## src/rtl/intack_pkg.sv

```systemverilog
package intack_pkg;
  typedef enum logic [2:0] {
    ST_IDLE = 3'd0,
    ST_A_T1 = 3'd1,
    ST_A_T2 = 3'd2,
    ST_GAP  = 3'd3,
    ST_B_T1 = 3'd4,
    ST_B_T2 = 3'd5,
    ST_DONE = 3'd6
  } seq_state_e;

  localparam logic [2:0] BUS_KIND_ACK  = 3'b000;
  localparam logic [2:0] BUS_KIND_IDLE = 3'b111;
endpackage

```

## src/rtl/intack_rst_sync.sv

```systemverilog
module intack_rst_sync #(
  parameter int STAGES = 2
) (
  input  logic clk,
  input  logic rst_n,
  output logic rst_sync_n
);
  logic [STAGES-1:0] sync_q;

  always_ff @(posedge clk or negedge rst_n) begin
    if (!rst_n) sync_q <= '0;
    else        sync_q <= {sync_q[STAGES-2:0], 1'b1};
  end

  assign rst_sync_n = sync_q[STAGES-1];
endmodule

```

## src/rtl/intack_ctrl.sv

```systemverilog
module intack_ctrl
  import intack_pkg::*;
#(
  parameter int GAP_STATES = 4
) (
  input  logic       clk,
  input  logic       rst_n,
  input  logic       req_i,
  input  logic       rdy_n_i,
  output seq_state_e state_o,
  output logic       capture_o
);
  localparam int CNT_W = $clog2(GAP_STATES + 1);
  localparam logic [CNT_W-1:0] GAP_LAST = CNT_W'(GAP_STATES - 1);

  seq_state_e       st_q, st_d;
  logic [CNT_W-1:0] gap_q, gap_d;
  logic             gap_en;
  logic             pend_q, pend_d;
  logic             rdy;

  assign rdy = ~rdy_n_i;

  // next-state process
  always_comb begin
    st_d   = st_q;
    gap_d  = gap_q;
    gap_en = 1'b0;
    pend_d = pend_q | req_i;
    unique case (st_q)
      ST_IDLE: begin
        if (pend_q || req_i) begin
          st_d   = ST_A_T1;
          pend_d = 1'b0;
        end
      end
      ST_A_T1: st_d = ST_A_T2;
      ST_A_T2: begin
        if (rdy) begin
          st_d   = ST_GAP;
          gap_d  = '0;
          gap_en = 1'b1;
        end
      end
      ST_GAP: begin
        if (gap_q == GAP_LAST) begin
          st_d = ST_B_T1;
        end else begin
          gap_d  = gap_q + CNT_W'(1);
          gap_en = 1'b1;
        end
      end
      ST_B_T1: st_d = ST_B_T2;
      ST_B_T2: if (rdy) st_d = ST_DONE;
      ST_DONE: st_d = ST_IDLE;
      default: st_d = ST_IDLE;
    endcase
  end

  // register process
  always_ff @(posedge clk or negedge rst_n) begin
    if (!rst_n) begin
      st_q   <= ST_IDLE;
      gap_q  <= '0;
      pend_q <= 1'b0;
    end else begin
      st_q   <= st_d;
      pend_q <= pend_d;
      if (gap_en) gap_q <= gap_d;
    end
  end

  assign state_o   = st_q;
  assign capture_o = (st_q == ST_B_T2) && rdy;


  gap_len_chk: assert property (@(posedge clk) disable iff (!rst_n)
    (st_q == ST_B_T1) |-> ($past(st_q) == ST_GAP && $past(gap_q) == GAP_LAST));


  no_overlap_chk: assert property (@(posedge clk) disable iff (!rst_n)
    (st_q == ST_A_T1) |-> ($past(st_q) == ST_IDLE));
endmodule

```

## src/rtl/intack_busdrv.sv

```systemverilog
module intack_busdrv
  import intack_pkg::*;
#(
  parameter int ADDR_W = 23,
  parameter int A2_BIT = 1
) (
  input  logic              clk,
  input  logic              rst_n,
  input  seq_state_e        state_i,
  output logic [ADDR_W-1:0] addr_o,
  output logic              ble_n_o,
  output logic              bhe_n_o,
  output logic              ads_n_o,
  output logic              lock_n_o,
  output logic [2:0]        bus_kind_o
);
  logic in_cyc;
  logic first_cyc;

  always_comb begin
    in_cyc    = (state_i == ST_A_T1) || (state_i == ST_A_T2) ||
                (state_i == ST_B_T1) || (state_i == ST_B_T2);
    first_cyc = (state_i == ST_A_T1) || (state_i == ST_A_T2);
    addr_o    = '0;
    if (first_cyc) addr_o[A2_BIT] = 1'b1;
    ads_n_o    = !((state_i == ST_A_T1) || (state_i == ST_B_T1));
    lock_n_o   = !(in_cyc || (state_i == ST_GAP));
    ble_n_o    = !in_cyc;
    bhe_n_o    = 1'b1;
    bus_kind_o = in_cyc ? BUS_KIND_ACK : BUS_KIND_IDLE;
  end


  ads_one_clk_chk: assert property (@(posedge clk) disable iff (!rst_n)
    !ads_n_o |=> ads_n_o);


  lock_release_chk: assert property (@(posedge clk) disable iff (!rst_n)
    $rose(lock_n_o) |-> ($past(state_i) == ST_B_T2));
endmodule

```

## src/rtl/intack_vcap.sv

```systemverilog
module intack_vcap #(
  parameter int VEC_W = 8
) (
  input  logic             clk,
  input  logic             rst_n,
  input  logic             capture_i,
  input  logic [VEC_W-1:0] data_lo_i,
  output logic [VEC_W-1:0] vector_o
);
  logic [VEC_W-1:0] vec_q;

  always_ff @(posedge clk or negedge rst_n) begin
    if (!rst_n)         vec_q <= '0;
    else if (capture_i) vec_q <= data_lo_i;
  end

  assign vector_o = vec_q;


  vec_hold_chk: assert property (@(posedge clk) disable iff (!rst_n)
    !$stable(vec_q) |-> $past(capture_i));
endmodule

```

## src/rtl/intack_seq.sv

```systemverilog
module intack_seq
  import intack_pkg::*;
#(
  parameter int ADDR_W     = 23,
  parameter int DATA_W     = 16,
  parameter int VEC_W      = 8,
  parameter int GAP_STATES = 4,
  parameter int SYNC_STG   = 2
) (
  input  logic              clk,
  input  logic              rst_n,
  input  logic              req_i,
  output logic              done_o,
  output logic [VEC_W-1:0]  vector_o,
  output logic [ADDR_W-1:0] addr_o,
  output logic              ble_n_o,
  output logic              bhe_n_o,
  output logic              ads_n_o,
  output logic              lock_n_o,
  output logic [2:0]        bus_kind_o,
  input  logic              rdy_n_i,
  input  logic              na_n_i,
  input  logic [DATA_W-1:0] data_i
);
  localparam int A2_BIT = 1;

  logic       rst_i_n;
  seq_state_e state;
  logic       capture;
  logic       unused_ignored;

  assign unused_ignored = ^{data_i[DATA_W-1:VEC_W], na_n_i};

  intack_rst_sync #(.STAGES(SYNC_STG)) u_rst (
    .clk        (clk),
    .rst_n      (rst_n),
    .rst_sync_n (rst_i_n)
  );

  intack_ctrl #(.GAP_STATES(GAP_STATES)) u_ctrl (
    .clk       (clk),
    .rst_n     (rst_i_n),
    .req_i     (req_i),
    .rdy_n_i   (rdy_n_i),
    .state_o   (state),
    .capture_o (capture)
  );

  intack_busdrv #(.ADDR_W(ADDR_W), .A2_BIT(A2_BIT)) u_drv (
    .clk        (clk),
    .rst_n      (rst_i_n),
    .state_i    (state),
    .addr_o     (addr_o),
    .ble_n_o    (ble_n_o),
    .bhe_n_o    (bhe_n_o),
    .ads_n_o    (ads_n_o),
    .lock_n_o   (lock_n_o),
    .bus_kind_o (bus_kind_o)
  );

  intack_vcap #(.VEC_W(VEC_W)) u_vcap (
    .clk       (clk),
    .rst_n     (rst_i_n),
    .capture_i (capture),
    .data_lo_i (data_i[VEC_W-1:0]),
    .vector_o  (vector_o)
  );

  assign done_o = (state == ST_DONE);


  done_pulse_chk: assert property (@(posedge clk) disable iff (!rst_i_n)
    done_o |=> !done_o);


  done_unlocked_chk: assert property (@(posedge clk) disable iff (!rst_i_n)
    done_o |-> lock_n_o);
endmodule

```

## config.mk

```make
export PLATFORM = sky130hd
export DESIGN_NAME = intack_seq
export DESIGN_NICKNAME = d
export VERILOG_FILES = /design/src/rtl/intack_pkg.sv /design/src/rtl/intack_rst_sync.sv /design/src/rtl/intack_ctrl.sv /design/src/rtl/intack_busdrv.sv /design/src/rtl/intack_vcap.sv /design/src/rtl/intack_seq.sv
export SDC_FILE = /design/constraint.sdc
export NUM_CORES = 1
export LEC_CHECK = 0
export ABC_CLOCK_PERIOD_IN_PS = 2000
export BUFFER_PORTS_ARGS = -buffer_cell sky130_fd_sc_hd__buf_2
export CORE_MARGIN = 3
export CORE_UTILIZATION = 46
export CTS_CLUSTER_SIZE = 28
export DETAILED_ROUTE_END_ITERATION = 12
export GPL_TIMING_DRIVEN = 0
export PLACE_DENSITY_LB_ADDON = 0.2
export SETUP_SLACK_MARGIN = 0.5
export SYNTH_ARGS = -nofsm -noshare
export SYNTH_HDL_FRONTEND = slang
export SYNTH_SLANG_ARGS = --single-unit
```

## constraint.sdc

```tcl
create_clock -name clk -period 2 [get_ports clk]
set_input_delay 0.2 -clock clk [delete_from_list [all_inputs] [get_ports clk]]
set_output_delay 0.2 -clock clk [all_outputs]
set_load 0.05 [all_outputs]
```

==> metrics.txt <==
Worst Hold Depth 2; Crit Path Max Fanout 4; most common cell after layout, fill and taps aside buf_4; PortBufs 27; distinct cell type count after synthesis 28; Reg2Reg Depth 6; DR pass1 iterations 4; largest net degree at the start of global routing 16; Net Sw Frac 49.19%; IO Count 60; Synth Instances 98; Design Area, Final 1579 µm²; vias per inst 4.403; Mapped Area 1011 µm²; Post-synth EDFFs 0; worst slew pin tran 0.5762 ns; HPWL Detailed 1.432 mm; fmax 562.8 MHz; GRT met3 Usage 2.817%; Mapped Avg Cell Area 10.32 µm²; Hold WC Path Type input pin to flip-flop; H-tree depth 1; DR WL/cell 11.57 µm; Clock Root Buffer clkbuf_4; sequential power share 20.6%; worst r2r dst u_vcap.vector_o[1]$_DFFE_PN0P_; RSZ-0062 raised after global routing true; layout net count 188; max-cap viol count 0; via count 841; ys flop type dfrtp_1; share of cells above drive strength 1 56.71%; met1 Use GR 18.15%; total CTS buffers 3; Die Area 2796 µm²; vias in the first global route 733; final setup fails 0; FILL cells 126; Hold EP u_vcap.vector_o[5]$_DFFE_PN0P_; area delta synth->final 56.19%; max_slew headroom 61.59%; R2R setup slack 0.38 ns; Tcrit/Tclk final 88.84%; PnR Total Power 2.751 mW; row count 16; setup_tns 0 ns; fin crit period 1.777 ns; first-pass GRT wire length 3.146 mm; Switch Pwr 1.353 mW; ANT nets after route 0; most frequent cells in the layout buf_4 (36), conb_1 (24), buf_2 (19), dfrtp_1 (17); grt total ovfl 0; GRT met2 Usage 26.45%; Reg2Reg Launch Point u_ctrl.state_o[1]$_DFFE_PN0P_; die width 52.88 µm; antenna violations before repair 0; starting density of the core 50.00%; CTS clk-pin slew, worst paths 0.10 ns; Seq cells post-synth 17; Logic pwr share 72.9%; # DRC 0; LEAKAGE 0.8411 nW; clock latency on the worst-skew pair 0.28 ns; n_diodes 0; DP Area 1296 µm²; GRT Total Usage 15.20%; clk sinks 17; clock power share 6.4%; die height 52.88 µm; Worst Clk Skew 0.008012 ns; pwr dens 1742 nW/µm²; Final GP Congestion 0.7897; max-slew violations 0; type of element capturing the critical path output port; final WL 2.210 mm; Hold Path Origin data_i[5]; maximum vdd ir drop 1.220 mV; ys async rst share 100.0%; Fin. Hold Viols 0; core area 2022 µm²; critical path type flip-flop to output port; Worst EP arrival 1.58 ns; Max Buffers Root-to-Sink 2; Startpoint Class flip-flop; sequential-to-total area share from yosys stat 42.08%; drt initial violations 11; status complete, no violations; Core Util, Final 78.09%; synth warn 0; TritonCTS clock tree yes; GRT busiest layer met2; WP data required 1.80 ns; P_int 1.398 mW
-- state kept, by name, indices dropped and copies added, names as in the netlist --
| signal | flops |
|---|---|
| u_vcap.vector_o | 8 |
| u_ctrl.pend_q | 1 |
| u_ctrl.gap_q | 3 |
| u_ctrl.state_o | 3 |
| u_rst.sync_q | 2 |
-- metrics by stage --
step / setup WS [ns] / hold slack [ns] / instances
floorplan: 0.5052 / -0.09559 / 120
global placement: 0.3817 / -0.01365 / 174
detailed placement: 0.3738 / -0.01412 / 174
CTS: 0.2278 / 0.1349 / 185
global route: 0.1754 / 0.1293 / 191
finish: 0.2232 / 0.1399 / 191
-- repair_timing --
item,CTS,global route
buffers inserted,6,6
hold endpoints to repair,2,0
pin swaps,1,5
gates resized for setup,23,19
setup endpoints to repair,10,18
hold buffers,1,0
-- kinds of logic (layout without fill, tap and decap cells) --
family	Yosys count	count (layout)	synth area share (%)
AO/OA/AOI/OAI	15	15	8.911
XOR/XNOR	2	2	1.733
adder cells (fa/ha/maj)	2	2	2.475
buffers and inverters	32	76	22.89
flip-flops	17	17	42.08
multiplexers	8	8	8.911
other	2	24	0.7429
AND/OR/NAND/NOR	20	20	12.25
-- power by group through the flow --
stage                     Sequential [mW]  Clock (mW)  Combinational [mW]
after floorplan                     0.836           0                1.02
after global placement              0.564           0                1.52
after detailed placement            0.573           0                1.55
after CTS                           0.559       0.185                1.83
after global routing                0.588       0.202                2.11
final                               0.568       0.177                2.01
-- critical path, cell delays in order (launching register included) --
cell,delay [ns]
dfrtp_1,0.42
buf_6,0.14
or3_4,0.41
nand2_8,0.09
buf_6,0.10
buf_8,0.13
-- metal layers --
metal	part of all wire (%)	wire length, µm
met2	54	1188
met5	0	0
met3	8.0	177
met4	0.54	12
met1	38	832
-- synth_stat cells (2+ instances only) --
master | count | area, µm²
nand2_1 | 5 | 18.77
conb_1 | 2 | 7.510
nor2_1 | 4 | 15.01
nand2b_1 | 4 | 25.02
a21oi_1 | 3 | 15.01
o21ai_0 | 7 | 35.03
buf_2 | 2 | 10.01
buf_4 | 27 | 202.7
dfrtp_1 | 17 | 425.4
mux2_2 | 8 | 90.09
ha_1 | 2 | 25.02
-- layout make-up --
type	instances	area [µm²]	share of cell area [%]
tap	27	33.78	2.139
multi-input combinational	71	525.5	33.28
sequential	17	425.4	26.94
inverter	2	7.507	0.4754
buffer	30	244.0	15.45
clock buffer	4	26.28	1.664
timing repair buffer	40	316.6	20.05
-- worst max path at each step --
stage | start | endpoint | slack [ns]
4_1_cts | u_ctrl.state_o[1]$_DFFE_PN0P_ | bus_kind_o[0] | 0.23
5_1_grt | u_ctrl.state_o[1]$_DFFE_PN0P_ | bus_kind_o[0] | 0.18
6_report | u_ctrl.state_o[1]$_DFFE_PN0P_ | bus_kind_o[0] | 0.22
2_1_floorplan | u_ctrl.state_o[2]$_DFFE_PN0P_ | done_o | 0.51
3_5_place_dp | u_ctrl.state_o[1]$_DFFE_PN0P_ | bus_kind_o[0] | 0.37
3_3_place_gp | u_ctrl.gap_q[0]$_DFFE_PN0P_ | u_ctrl.state_o[0]$_DFFE_PN0P_ | 0.38
(Power assumes the default switching activity.)
